==> src/rtl/stage_rst_pkg.sv <==
package stage_rst_pkg;

  typedef enum logic [1:0] {
    ST_ALL  = 2'b00,
    ST_SUB  = 2'b01,
    ST_CORE = 2'b10
  } stage_e;

  localparam int STAT_W = 3;

  // True once the hold counter has reached the configured minimum.
  function automatic logic min_reached(input logic [31:0] cnt, input logic [31:0] lim);
    return (cnt >= lim);
  endfunction

  // Status word: sticky flag above the stage code.
  function automatic logic [STAT_W-1:0] pack_status(input stage_e st, input logic err);
    return {err, st};
  endfunction

  // Reset levels implied by a stage.
  function automatic logic sub_level(input stage_e st);
    return (st != ST_ALL);
  endfunction

  function automatic logic core_level(input stage_e st);
    return (st == ST_CORE);
  endfunction

endpackage

==> src/rtl/stage_hold_timer.sv <==
module stage_hold_timer #(
  parameter int MIN_CYC = 16,
  localparam int CNT_W  = $clog2(MIN_CYC + 1)
) (
  input  logic clk,
  input  logic rst_n,
  input  logic clr_i,
  input  logic run_i,
  output logic done_o
);
  import stage_rst_pkg::*;

  localparam logic [CNT_W-1:0] LIMIT = CNT_W'(MIN_CYC);

  logic [CNT_W-1:0] cnt_q;

  // Saturating count of cycles spent in the all-reset stage.
  always_ff @(posedge clk or negedge rst_n) begin
    if (!rst_n) begin
      cnt_q <= '0;
    end else if (clr_i) begin
      cnt_q <= '0;
    end else if (run_i && (cnt_q != LIMIT)) begin
      cnt_q <= cnt_q + 1'b1;
    end
  end

  assign done_o = min_reached(32'(cnt_q), 32'(MIN_CYC));

endmodule

==> src/rtl/stage_ctrl_fsm.sv <==
module stage_ctrl_fsm (
  input  logic                   clk,
  input  logic                   rst_n,
  input  logic                   min_done_i,
  input  logic                   sys_rel_i,
  input  logic                   core_rel_i,
  input  logic                   reassert_i,
  output stage_rst_pkg::stage_e  state_o,
  output stage_rst_pkg::stage_e  nxt_o,
  output logic                   err_o,
  output logic                   sub_rel_ev_o,
  output logic                   core_rel_ev_o,
  output logic                   early_core_ev_o
);
  import stage_rst_pkg::*;

  stage_e state_q, state_d;
  logic   pend_q, pend_d;
  logic   err_q, err_d;
  logic   in_all, in_sub;

  assign in_all = (state_q == ST_ALL);
  assign in_sub = (state_q == ST_SUB);

  // Named events; a re-assert request masks every release.
  assign sub_rel_ev_o    = !reassert_i && in_all && min_done_i && (sys_rel_i || pend_q);
  assign core_rel_ev_o   = !reassert_i && in_sub && core_rel_i;
  assign early_core_ev_o = !reassert_i && in_all && core_rel_i;

  always_comb begin
    state_d = state_q;
    if (reassert_i) begin
      state_d = ST_ALL;
    end else if (sub_rel_ev_o) begin
      state_d = ST_SUB;
    end else if (core_rel_ev_o) begin
      state_d = ST_CORE;
    end
  end

  always_comb begin
    pend_d = pend_q;
    if (reassert_i || sub_rel_ev_o) begin
      pend_d = 1'b0;
    end else if (in_all && sys_rel_i && !min_done_i) begin
      pend_d = 1'b1;
    end
  end

  assign err_d = err_q | early_core_ev_o;

  always_ff @(posedge clk or negedge rst_n) begin
    if (!rst_n) begin
      state_q <= ST_ALL;
      pend_q  <= 1'b0;
      err_q   <= 1'b0;
    end else begin
      state_q <= state_d;
      pend_q  <= pend_d;
      err_q   <= err_d;
    end
  end

  assign state_o = state_q;
  assign nxt_o   = state_d;
  assign err_o   = err_q;

endmodule

==> src/rtl/stage_out_regs.sv <==
module stage_out_regs (
  input  logic                  clk,
  input  logic                  rst_n,
  input  stage_rst_pkg::stage_e nxt_i,
  input  logic                  core_rel_ev_i,
  output logic                  sub_rst_n_o,
  output logic                  core_rst_n_o,
  output logic                  start_o
);
  import stage_rst_pkg::*;

  // Reset pins come straight off these flops: no decode after the register.
  always_ff @(posedge clk or negedge rst_n) begin
    if (!rst_n) begin
      sub_rst_n_o  <= 1'b0;
      core_rst_n_o <= 1'b0;
      start_o      <= 1'b0;
    end else begin
      sub_rst_n_o  <= sub_level(nxt_i);
      core_rst_n_o <= core_level(nxt_i);
      start_o      <= core_rel_ev_i;
    end
  end

endmodule

==> src/rtl/stage_rst_seq.sv <==
module stage_rst_seq #(
  parameter int MIN_CYC = 16
) (
  input  logic       clk,
  input  logic       por_n,
  input  logic       sys_rel_i,
  input  logic       core_rel_i,
  input  logic       reassert_i,
  output logic       sub_rst_n_o,
  output logic       core_rst_n_o,
  output logic       core_start_o,
  output logic [2:0] status_o
);
  import stage_rst_pkg::*;

  stage_e state, nxt;
  logic   min_done;
  logic   err;
  logic   sub_rel_ev;
  logic   core_rel_ev;
  logic   early_core_ev;
  logic   hold_run;

  assign hold_run = (state == ST_ALL);

  stage_hold_timer #(.MIN_CYC(MIN_CYC)) u_timer (
    .clk    (clk),
    .rst_n  (por_n),
    .clr_i  (reassert_i),
    .run_i  (hold_run),
    .done_o (min_done)
  );

  stage_ctrl_fsm u_fsm (
    .clk             (clk),
    .rst_n           (por_n),
    .min_done_i      (min_done),
    .sys_rel_i       (sys_rel_i),
    .core_rel_i      (core_rel_i),
    .reassert_i      (reassert_i),
    .state_o         (state),
    .nxt_o           (nxt),
    .err_o           (err),
    .sub_rel_ev_o    (sub_rel_ev),
    .core_rel_ev_o   (core_rel_ev),
    .early_core_ev_o (early_core_ev)
  );

  stage_out_regs u_out (
    .clk           (clk),
    .rst_n         (por_n),
    .nxt_i         (nxt),
    .core_rel_ev_i (core_rel_ev),
    .sub_rst_n_o   (sub_rst_n_o),
    .core_rst_n_o  (core_rst_n_o),
    .start_o       (core_start_o)
  );

  assign status_o = pack_status(state, err);

endmodule

==> config.mk <==
export PLATFORM = sky130hd
export DESIGN_NAME = stage_rst_seq
export DESIGN_NICKNAME = d
export VERILOG_FILES = /design/src/rtl/stage_rst_pkg.sv /design/src/rtl/stage_hold_timer.sv /design/src/rtl/stage_ctrl_fsm.sv /design/src/rtl/stage_out_regs.sv /design/src/rtl/stage_rst_seq.sv
export SDC_FILE = /design/constraint.sdc
export NUM_CORES = 1
export LEC_CHECK = 0
export BUFFER_PORTS_ARGS = -buffer_cell sky130_fd_sc_hd__buf_2
export CORE_MARGIN = 2
export CORE_UTILIZATION = 29
export DETAILED_ROUTE_END_ITERATION = 10
export HOLD_SLACK_MARGIN = 0.08
export PLACE_DENSITY_LB_ADDON = 0.1
export SYNTH_ARGS = -nofsm -noshare
export SYNTH_HDL_FRONTEND = slang
export SYNTH_HIERARCHICAL = 1
export SYNTH_SLANG_ARGS = --single-unit
==> constraint.sdc <==
create_clock -name clk -period 1.5 [get_ports clk]
set_input_delay 0.3 -clock clk [delete_from_list [all_inputs] [get_ports clk]]
set_output_delay 0.3 -clock clk [all_outputs]
set_load 0.005 [all_outputs]
Word-level counts from Yosys, hierarchy flattened
Index checks and enable logic that the tools add are counted.
{ "word_totals": {"memories": 0, "mem_bits_rw": 0, "output_inout_bits": 6, "rom_bits": 0, "latch_bits": 0, "regBits": 12, "word_cells": 37} }
{ "classes": {"addsub": 1, "eq_ne": 3, "n_mul": 0, "reduce_logical": 17, "bitwise": 1, "n_div": 0, "n_lt_le_gt_ge": 1, "n_shift": 0, "muxes": 7} }
{ "op_table": {"columns": ["cell", "count"], "rows": [
  ["two-way mux 5 bit", 2],
  ["logical AND 1 bit", 9],
  ["two-way mux 2 bit", 3],
  ["nonzero test 2 bit", 3],
  ["adder 5 x 1 -> 5 bit (second input constant)", 1],
  [">= comparator 5 bit (second input constant)", 1],
  ["inequality test 5 bit (second input constant)", 1],
  ["equality test 2 x 1 -> 1 bit (second input constant)", 1],
  ["equality test 2 bit (second input constant)", 1],
  ["logical NOT 1 bit", 2],
  ["logical NOT 2 bit", 1],
  ["logical OR 1 bit", 2],
  ["two-way mux 1 bit", 2],
  ["OR 1 bit", 1]
]} }

Depth between registers and ports, before layout
Gate-level depths: netlist of the first run.
{ "logic_depth": {"word_depth": 7, "depth_mapped": 5, "mapped_depth_nobuf": 5} }

Modules after synthesis
The synthesis of the first run kept the hierarchy.
{ "by_module_without_submodules": {"columns": ["module", "seq_area_each_um2", "instances", "cells_each", "area_per_inst_um2"], "rows": [
  ["stage_hold_timer", 125.1, 1, 28, 280.3],
  ["stage_ctrl_fsm", 100.1, 1, 20, 212.7],
  ["stage_out_regs", 75.1, 1, 5, 87.6],
  ["stage_rst_seq", 0.0, 1, 2, 11.3]
]} }

Least setup slack after synthesis of the first run
OpenSTA, ideal clock, no wires.
{ "synth_path": {"path_type": "register to register", "start": "reg u_timer.cnt_q[0]", "end": "reg u_timer.cnt_q[0]", "n_path_buf": 0, "required_ns": 1.375, "arrival_time_ns": 1.201, "path_stages_with_launch": 6, "synth_period_minus_slack_ns": 1.326, "slack_ns": 0.174, "cell_sequence": "dfrtp_1 > inv_1 > ha_1 > nand2_1 > o31a_1 > mux2_4"} }
{ "synth_via": {"elab_chain_cells": 3, "elab_cells_between_ends": 6, "classes_between": "1 x add/sub; 1 x eq/ne; 2 x mux; 2 x reduce/logical"} }
{ "synth_lines": {"columns": ["item", "line_no", "source"], "rows": [
  ["from (decl)", "stage_hold_timer.sv:15", "logic [CNT_W-1:0] cnt_q;"],
  ["from (signal assigned)", "stage_hold_timer.sv:24", "cnt_q <= cnt_q + 1'b1;"],
  ["adder 5 x 1 -> 5 bit / inequality test 5 bit (equally long branches)", "stage_hold_timer.sv:24, stage_hold_timer.sv:23", null],
  ["two-way mux 5 bit / logical AND 1 bit (equally long branches)", "stage_hold_timer.sv:23", "end else if (run_i && (cnt_q != LIMIT)) begin"],
  ["two-way mux 5 bit / nonzero test 2 bit (equally long branches)", null, null]
]} }
Several ways; a longest one is shown, not always the timed one. The select of a mux whose other input is x is not followed.
A chain may end at the register's enable or synchronous reset.

Final worst setup path of the first run
Same ends and word-level chain as after synthesis.

==> summary.md, run 1 <==
| Metric | Value |
|---|---|
| IO Port Bufs | `10` |
| Critical R2R Launch | `u_timer/cnt_q[0]` |
| Most frequent cells in the layout | `dfrtp_1, buf_2, nor2_1` |
| Mapped Nets | `61` |
| First-pass GRT wire length | `a little over 2000 um` |
| Die height | `49.0 um` |
| IO Pins | `11` |
| Initial Utilization | `0.302` |
| Commonest non-fill, non-tap cell in the layout | `dfrtp_1` |
| Clock Sinks | `12` |
| FF-to-FF setup slack | `between 90 and 100 ps` |
| Synth Instances | `54` |
| WHS Endpoint | `u_fsm/pend_q` |
| CP endpoint kind | `flop` |
| Net Sw Frac | `0.231` |
| Max-cap violations | `0` |
| Worst-Margin Slew | `280 ps` |
| RSZ-0062 raised after global routing | `no` |
| Minimum clock period | `between 1000 and 1500 ps` |
| Clock latency on the worst-skew pair | `about 270 ps` |
| Status | `finished, final reports clean` |
| Vias | `~450` |
| Diodes inserted | `0` |
| CTS tree | `built` |
| Final setup fails | `0` |
| WS Path Type | `flop to flop` |
| Iter 0 DRT Violations | `13` |
| CP startpoint kind | `flop` |
| Wire per inst | `roughly 11 um` |
| Combinational power share | `0.081` |
| Critical Path RT | `1670 ps` |
| Net Switching | `0.151 mW` |
| H-tree depth | `1` |
| Vias per cell | `4.49` |
| Die ar. | `~0.0024 sq mm` |
| Cell area power density | `approximately 880 mW/mm^2` |
| Max FO, Critical Path | `4` |
| Clock root buffer | `clkbuf_4` |
| Initial antenna violation count | `0` |
| Final Wtd Congestion | `0.731` |
| Core area | `between 0.0015 and 0.002 sq mm` |
| Clock power frac | `0.400` |
| Relative slew slack | `0.813` |
| DRC viols | `0` |
| DP HPWL | `828 um` |
| Clock Path Buffers | `2` |
| Hold/Removal Path Class | `input pin to flop` |
| Setup TNS | `0 ps` |
| Post-CTS Setup Bufs | `0` |
| Hold wc startpoint | `reassert_i` |
| Fill cell count | `between 200 and 250` |
| Pre-antenna DRT Iters | `4` |
| Layout area overhead | `26.7%` |
| R2R cell count | `5` |
| Final Max Tran Viols | `0` |
| TritonCTS Buffers | `3` |
| Gr ovfl total | `0` |
| Arrival time at the worst endpoint | `1580 ps` |
| Leakage power | `0.371 nW` |
| Fraction of layout cells with a size suffix above 1 | `0.333` |
| Largest net degree at the start of global routing | `13` |
| Reg clk slew, reported paths | `approximately 80 ps` |
| VDD IR max | `between 0.0004 and 0.0005 V` |
| Crit share post-route | `0.940` |
| Synth Area per Inst | `about 11 sq um` |
| Flop pwr share | `0.519` |
| Max Clk Rate | `roughly 700 MHz` |
| Rows | `16` |
| Chip width | `49.0 um` |
| WHS Path Cells | `2` |
| Nets | `80` |
| Clock skew | `between 2 and 2.5 ps` |
| R2R Path End | `u_timer/cnt_q[0]` |
| Hold Worst Slack | `about 240 ps` |
| Fin. Hold Viols | `0` |
| GRT Util Overall | `0.111` |
| Ys Warns | `6` |
| Internal | `between 0.5 and 0.6 mW` |
| Total Wirelength | `between 1000 and 1500 um` |
| Vias in the first global route | `451` |
| Antenna Violating Nets Remaining | `0` |
| Netlist Area Pre-Place | `between 500 and 600 sq um` |
per-stage QoR:
| stage | util | worst slack, ps | cell area [sq um] | std cells | total power [mW] |
|---|---|---|---|---|---|
| after floorplan | - | 174 | 587 | 54 | 0.373 |
| after global placement | 0.359 | 136 | 697 | 94 | 0.400 |
| after detailed placement | 0.359 | 102 | 697 | 94 | 0.400 |
| after CTS | 0.383 | 90.3 | 743 | 99 | 0.668 |
| after global routing | 0.383 | 1.78 | 743 | 99 | 0.699 |
| final | 0.383 | 90.2 | 743 | 99 | 0.656 |
timing repair:
action / CTS / global route
gates resized for setup: 0 / 0
hold endpoints to repair: 12 / 0
hold buffers: 1 / 0
worst max-delay path, stage by stage, from the launching register on:
cell,delay (ps)
dfrtp_1,420
inv_1,100
ha_1,140
nand2_1,40
o31a_1,290
mux2_4,310
cell type report:
| type | count | area (sq um) | area share |
|---|---|---|---|
| clock buffers | 4 | 36.3 | 0.0488 |
| inverters | 4 | 15.0 | 0.0202 |
| multi-input cells | 36 | 260 | 0.350 |
| flip-flops and latches | 12 | 300 | 0.404 |
| well taps | 27 | 33.8 | 0.0455 |
| repair buffers | 16 | 97.6 | 0.131 |
routing by layer:
layer / vias up / GRT usage / wire length (um)
met1: 218 / 0.156 / 603
met2: 10 / 0.151 / 469
met3: 0 / 0.0460 / 49
li1: 217 / - / -
met4: 0 / 0.0429 / 0
met5: - / 0 / 0
state kept, by name, indices dropped and copies added (netlist names):
name	cells
u_fsm/state_o	2
u_fsm/err_o	1
u_out/start_o	1
u_fsm/pend_q	1
u_timer/cnt_q	5
u_out/core_rst_n_o	1
u_out/sub_rst_n_o	1
worst max-delay path by stage:
stage | from | end | slack, ps | cells after the start
after global placement | u_timer/cnt_q[0] | u_timer/cnt_q[0] | 140 | 5
final | u_timer/cnt_q[0] | u_timer/cnt_q[0] | 90 | 5
after global routing | u_timer/cnt_q[0] | u_timer/cnt_q[0] | 2 | 5
after CTS | u_timer/cnt_q[0] | u_timer/cnt_q[0] | 90 | 5
after detailed placement | u_timer/cnt_q[0] | u_timer/cnt_q[0] | 100 | 5
after floorplan | u_timer/cnt_q[0] | u_timer/cnt_q[0] | 170 | 5
power by group through the flow:
stage	sequential [mW]	clock [mW]	combinational (mW)
CTS	0.340	0.273	0.0548
global route	0.342	0.295	0.0619
global placement	0.347	0	0.0531
detailed placement	0.347	0	0.0527
finish	0.341	0.263	0.0530
floorplan	0.345	0	0.0282
Note: power is estimated with default switching activity, not from simulation.
==> run 2: changes to the inputs <==
--- a/config.mk
+++ b/config.mk
@@ -5,9 +5,10 @@
 export SDC_FILE = /design/constraint.sdc
 export NUM_CORES = 1
 export LEC_CHECK = 0
-export BUFFER_PORTS_ARGS = -buffer_cell sky130_fd_sc_hd__buf_2
+export BUFFER_PORTS_ARGS = -buffer_cell sky130_fd_sc_hd__buf_4
 export CORE_MARGIN = 2
 export CORE_UTILIZATION = 29
+export CTS_BUF_LIST = sky130_fd_sc_hd__clkbuf_4 sky130_fd_sc_hd__clkbuf_8 sky130_fd_sc_hd__clkbuf_16
 export DETAILED_ROUTE_END_ITERATION = 10
 export HOLD_SLACK_MARGIN = 0.08
 export PLACE_DENSITY_LB_ADDON = 0.1
==> summary.md, run 2 (synthesis gave the netlist of run 1 again) <==
| Metric | Value |
|---|---|
| Status | `finished, final reports clean` |
| WHS Endpoint | `u_fsm/pend_q` |
| IO Port Bufs | `10 (unchanged)` |
| Layout area overhead | `29.6%` |
| Placed insts | `93 (-1.1%)` |
| RSZ-0062 raised after global routing | `no` |
| Max-cap violations | `0 (unchanged)` |
| Hold/Removal Path Class | `input pin to flop` |
| Worst-Margin Slew | `229 ps (-51.6 ps)` |
| DRC viols | `0 (unchanged)` |
| Biggest register | `u_timer/cnt_q` |
| Core area | `0.00194 sq mm (unchanged)` |
| Setup TNS | `0 ps (unchanged)` |
| Vias | `431 (-3.1%)` |
| Commonest non-fill, non-tap cell in the layout | `buf_4` |
| Critical R2R Launch | `u_timer/cnt_q[0]` |
| Reg clk slew, reported paths | `80 ps (about the same)` |
| Fin. Hold Viols | `0 (unchanged)` |
| Antenna Violating Nets Remaining | `0 (unchanged)` |
| Final Wtd Congestion | `0.730 (-0.15%)` |
| First-pass GRT wire length | `1980 um (-3.0%)` |
| Die height | `49.0 um (unchanged)` |
| Chip width | `49.0 um (unchanged)` |
| Hold_buf cts | `1 (unchanged)` |
| Fraction of layout cells with a size suffix above 1 | `0.324 (-0.00939)` |
| Critical Path RT | `1660 ps (about the same)` |
| Max FO, Critical Path | `4 (unchanged)` |
| Relative slew slack | `0.846 (+0.0335)` |
| Clock Sinks | `12 (unchanged)` |
| Cell area power density | `861 mW/mm^2 (-2.5%)` |
| Clock Path Buffers | `2 (unchanged)` |
| Iter 0 DRT Violations | `11 (-2)` |
| CP endpoint kind | `flop` |
| Most frequent cells in the layout | `buf_4, dfrtp_1, nor2_1` |
| Gr ovfl total | `0 (unchanged)` |
| Die ar. | `0.00240 sq mm (unchanged)` |
| FF-to-FF setup slack | `90 ps (about the same)` |
| Final Max Tran Viols | `0 (unchanged)` |
| Vias per cell | `4.40 (-2.2%)` |
| Clock skew | `1.33 ps (-0.768 ps)` |
| Initial Utilization | `0.302 (unchanged)` |
| Clock latency on the worst-skew pair | `270 ps (about the same)` |
| VDD IR max | `0.000503 V (+15%)` |
| R2R cell count | `5 (unchanged)` |
| Final setup fails | `0 (unchanged)` |
| Max Clk Rate | `709 MHz (about the same)` |
| R2R Path End | `u_timer/cnt_q[0]` |
| Pre-antenna DRT Iters | `4 (unchanged)` |
| WS Path Type | `flop to flop` |
| CP startpoint kind | `flop` |
| CTS tree | `built` |
| IO Pins | `11 (unchanged)` |
| Clock root buffer | `clkbuf_4` |
| Largest net degree at the start of global routing | `15 (+2)` |
| Arrival time at the worst endpoint | `1570 ps (about the same)` |
| TritonCTS Buffers | `3 (unchanged)` |
| Total Wirelength | `1140 um (+1.5%)` |
| Initial antenna violation count | `0 (unchanged)` |
| DP HPWL | `796 um (-3.8%)` |
| Crit share post-route | `0.940 (about the same)` |
| Hold wc startpoint | `reassert_i` |
| Diodes inserted | `0 (unchanged)` |
| Rows | `16 (unchanged)` |
| Post-CTS Setup Bufs | `0 (unchanged)` |
| Wire per inst | `11.6 um (+2.6%)` |
| Final Non-Filler Cells | `98 (-1.0%)` |
| Leakage power | `0.371 nW (about the same)` |
| H-tree depth | `1 (unchanged)` |
| Vias in the first global route | `434 (-3.8%)` |
| Minimum clock period | `1410 ps (+0.190 ps)` |
| Nets | `79 (-1.3%)` |
| GRT Util Overall | `0.108 (-0.00276)` |
| Post-CTS sizing | `0 (unchanged)` |
| WHS Path Cells | `2 (unchanged)` |
| Max FFs per register | `5 (unchanged)` |
==> run 2: cell types whose count changed in the layout (fill, tap and decap cells not counted), sizes merged <==
cell  change
buf       -1
==> run 2: critical path: stages (launching register included) <==
cell and delay, ps:
dfrtp_1 420, inv_1 90, ha_1 150, nand2_1 50
o31a_1 290, mux2_4 310
==> run 2: how the worst max path moves through the flow <==
stage | from | end | slack [ps]
5_1_grt | u_timer/cnt_q[0] | u_timer/cnt_q[0] | 50
2_1_floorplan | u_timer/cnt_q[0] | u_timer/cnt_q[0] | 170
3_5_place_dp | u_timer/cnt_q[0] | u_timer/cnt_q[0] | 110
4_1_cts | u_timer/cnt_q[0] | u_timer/cnt_q[0] | 100
3_3_place_gp | u_timer/cnt_q[0] | u_timer/cnt_q[0] | 140
6_report | u_timer/cnt_q[0] | u_timer/cnt_q[0] | 90
==> run 2: area by class of cell <==
type,count,area [sq um]
Fill cell,197,1180
Sequential cell,12,300
Multi-Input combinational cell,36,260
Timing Repair Buffer,15,115
Clock buffer,4,36.3
Tap cell,27,33.8
Inverter,4,15.0
==> run 2: routing by layer <==
metal / share of wire / vias to the layer above / GRT usage
met5: 0 / - / 0
met4: 0 / 0 / 0.0286
met3: 0.051 / 0 / 0.0491
met2: 0.43 / 10 / 0.151
met1: 0.51 / 202 / 0.151
li1: - / 219 / -
==> run 2: stage by stage <==
stage           util  total power [mW]  cell area, sq um  hold slack, ps  worst slack (ps)
3_5_place_dp   0.368             0.401               714             154               112
2_1_floorplan      -             0.373               587            4.41               174
6_report       0.392             0.655               761             279              90.0
4_1_cts        0.392             0.674               761             267              97.6
5_1_grt        0.392             0.697               761             274              53.3
3_3_place_gp   0.368             0.401               714             154               136
==> run 2: power breakdown <==
| part | switching [mW] | internal [mW] |
|---|---|---|
| clock network | 0.111 | 0.148 |
| registers | 0.00884 | 0.332 |
| logic | 0.0279 | 0.0275 |
| total | 0.148 | 0.507 |
==> run 3: changes to the inputs <==
--- a/config.mk
+++ b/config.mk
@@ -12,6 +12,7 @@
 export DETAILED_ROUTE_END_ITERATION = 10
 export HOLD_SLACK_MARGIN = 0.08
 export PLACE_DENSITY_LB_ADDON = 0.1
+export REMOVE_ABC_BUFFERS = 1
 export SYNTH_ARGS = -nofsm -noshare
 export SYNTH_HDL_FRONTEND = slang
 export SYNTH_HIERARCHICAL = 1
==> summary.md, run 3 (synthesis gave the netlist of run 1 again) <==
| Metric | Value |
|---|---|
| Vias in the first global route | `391 (-9.9%)` |
| Critical Path RT | `1660 ps (about the same)` |
| Cell with the largest stage delay on the worst path | `dfrtp_1` |
| Vias per cell | `4.21 (-4.2%)` |
| Nets | `79 (unchanged)` |
| Fin. Hold Viols | `0 (unchanged)` |
| Total Wirelength | `1070 um (-5.9%)` |
| Met1 GRT Util | `0.147 (-0.00410)` |
| Die ar. | `0.00240 sq mm (unchanged)` |
| GRT Util Overall | `0.102 (-0.00613)` |
| Commonest non-fill, non-tap cell in the layout | `buf_4` |
| Cell family with most CP delay | `flip-flops` |
| Max-cap violations | `0 (unchanged)` |
| Cell area power density | `862 mW/mm^2 (about the same)` |
| Final Wtd Congestion | `0.697 (-4.5%)` |
| Most frequent cells in the layout | `buf_4, dfrtp_1, nor2_1` |
| Flop pwr share | `0.519 (about the same)` |
| DRC viols | `0 (unchanged)` |
| Clock Path Buffers | `2 (unchanged)` |
| Hold_buf cts | `1 (unchanged)` |
| VDD IR max | `0.000524 V (+4.3%)` |
| Status | `finished, final reports clean` |
| Minimum clock period | `1380 ps (-31.8 ps)` |
| Pre-CTS WS | `124 ps (+11.7 ps)` |
| Setup ws final | `122 ps (+31.8 ps)` |
| Initial antenna violation count | `0 (unchanged)` |
| Reg clk slew, reported paths | `80 ps (about the same)` |
| WS Path Type | `flop to flop` |
| Combinational power share | `0.084 (about the same)` |
| Clock Sinks | `12 (unchanged)` |
| Pre-antenna DRT Iters | `5 (+1)` |
| Iter 0 DRT Violations | `5 (-6)` |
| Leakage power | `0.370 nW (-0.18%)` |
| Gr ovfl total | `0 (unchanged)` |
| Net Switching | `0.148 mW (-0.40%)` |
| Antenna Violating Nets Remaining | `0 (unchanged)` |
| Vias | `413 (-4.2%)` |
| CP endpoint kind | `flop` |
| IO Port Bufs | `10 (unchanged)` |
| H-tree depth | `1 (unchanged)` |
| DP HPWL | `781 um (-1.9%)` |
| Final Max Tran Viols | `0 (unchanged)` |
| Setup TNS | `0 ps (unchanged)` |
| Largest net degree at the start of global routing | `13 (-2)` |
| CP startpoint kind | `flop` |
| Routing usage on met3 | `0.0215 (-0.0276)` |
| Crit share post-route | `0.919 (-0.0212)` |
| Relative slew slack | `0.739 (-0.107)` |
| Rows | `16 (unchanged)` |
| Clock latency on the worst-skew pair | `270 ps (about the same)` |
| Worst-Margin Slew | `390 ps (+161 ps)` |
| Post-CTS sizing | `0 (unchanged)` |
| Clock root buffer | `clkbuf_4` |
| First-pass GRT wire length | `1830 um (-7.7%)` |
| Hold/Removal Path Class | `input pin to flop` |
| Final Core Density | `0.392 (unchanged)` |
| TritonCTS Buffers | `3 (unchanged)` |
| Diodes inserted | `0 (unchanged)` |
| Clock power frac | `0.397 (+0.002)` |
| IO Pins | `11 (unchanged)` |
| Grt peak-use layer | `met1` |
| CTS tree | `built` |
| Internal | `0.508 mW (+0.22%)` |
| Number of buffers and inverters on the critical path | `1 (unchanged)` |
| Fraction of layout cells with a size suffix above 1 | `0.324 (unchanged)` |
| Post-CTS Setup Bufs | `0 (unchanged)` |
| GRT met2 Usage | `0.135 (-0.0160)` |
| Total Power | `0.656 mW (about the same)` |
| Biggest register | `u_timer/cnt_q` |
| Chip width | `49.0 um (unchanged)` |
| Net Sw Frac | `0.225 (-0.00108)` |
| Die height | `49.0 um (unchanged)` |
| Max FO, Critical Path | `4 (unchanged)` |
| Max FFs per register | `5 (unchanged)` |
| Core area | `0.00194 sq mm (unchanged)` |
| Initial Utilization | `0.302 (unchanged)` |
| Fill cell count | `207 (+5.1%)` |
| Layout area overhead | `29.6% (unchanged)` |
| Arrival time at the worst endpoint | `1540 ps (-30 ps)` |
| Clock skew | `1.78 ps (+0.442 ps)` |
| Final setup fails | `0 (unchanged)` |
| Wire per inst | `10.9 um (-5.9%)` |
| Max Clk Rate | `726 MHz (+2.3%)` |
| RSZ-0062 raised after global routing | `no` |
| CP Cell Sequence | `inv_1 -> ha_1 -> nand2_1 -> o31a_1 -> mux2_4` |
| Slowest stage delay, CP | `410 ps (about the same)` |
run 3: cell type report:
type                       count  area (sq um)  area share
clock buffer                   4          36.3      0.0477
inverter                       4          15.0      0.0197
multi-input combinational     36           260       0.342
sequential                    12           300       0.395
tap                           27          33.8      0.0444
timing repair buffer          15           115       0.151
run 3: power groups by stage:
stage	registers [mW]	clock network, mW	logic, mW
final	0.340	0.260	0.0550
after global placement	0.347	0	0.0552
after detailed placement	0.347	0	0.0542
after CTS	0.340	0.273	0.0565
after floorplan	0.345	0	0.0282
after global routing	0.342	0.289	0.0643
run 3: stage by stage:
stage	hold WS, ps	cell area [sq um]	std cells
floorplan	4.41	576	52
global placement	153	714	93
detailed placement	151	714	93
CTS	341	761	98
global route	367	761	98
finish	340	761	98
run 3: worst paths after layout:
| kind | endpoint | slack [ps] | cells past startpoint | from |
|---|---|---|---|---|
| max in group asynchronous | u_out/core_rst_n_o | 950 | 2 | por_n |
| worst min register to register | u_fsm/err_o | 480 | 1 | u_fsm/err_o |
| worst min-delay path | u_timer/cnt_q[1] | 340 | 3 | reassert_i |
| worst max-delay path | u_timer/cnt_q[0] | 120 | 5 | u_timer/cnt_q[0] |
| min in group asynchronous | u_timer/cnt_q[0] | 400 | 2 | por_n |
| worst max register to register | u_timer/cnt_q[0] | 120 | 5 | u_timer/cnt_q[0] |
run 3: worst reg2reg max path: cells and delay by family, from the launching register on:
kind | cells | cell delay (ps)
multiplexers | 1 | 300
AO/OA/AOI/OAI | 1 | 290
buffers and inverters | 1 | 80
AND/OR/NAND/NOR | 1 | 40
flip-flops | 1 | 410
adder cells (fa/ha/maj) | 1 | 140
run 3: metal layers:
layer  part of all wire  vias to the layer above
met2               0.41                        9
li1                   -                      217
met1               0.52                      185
met5                  0                        -
met3              0.049                        2
met4              0.013                        0
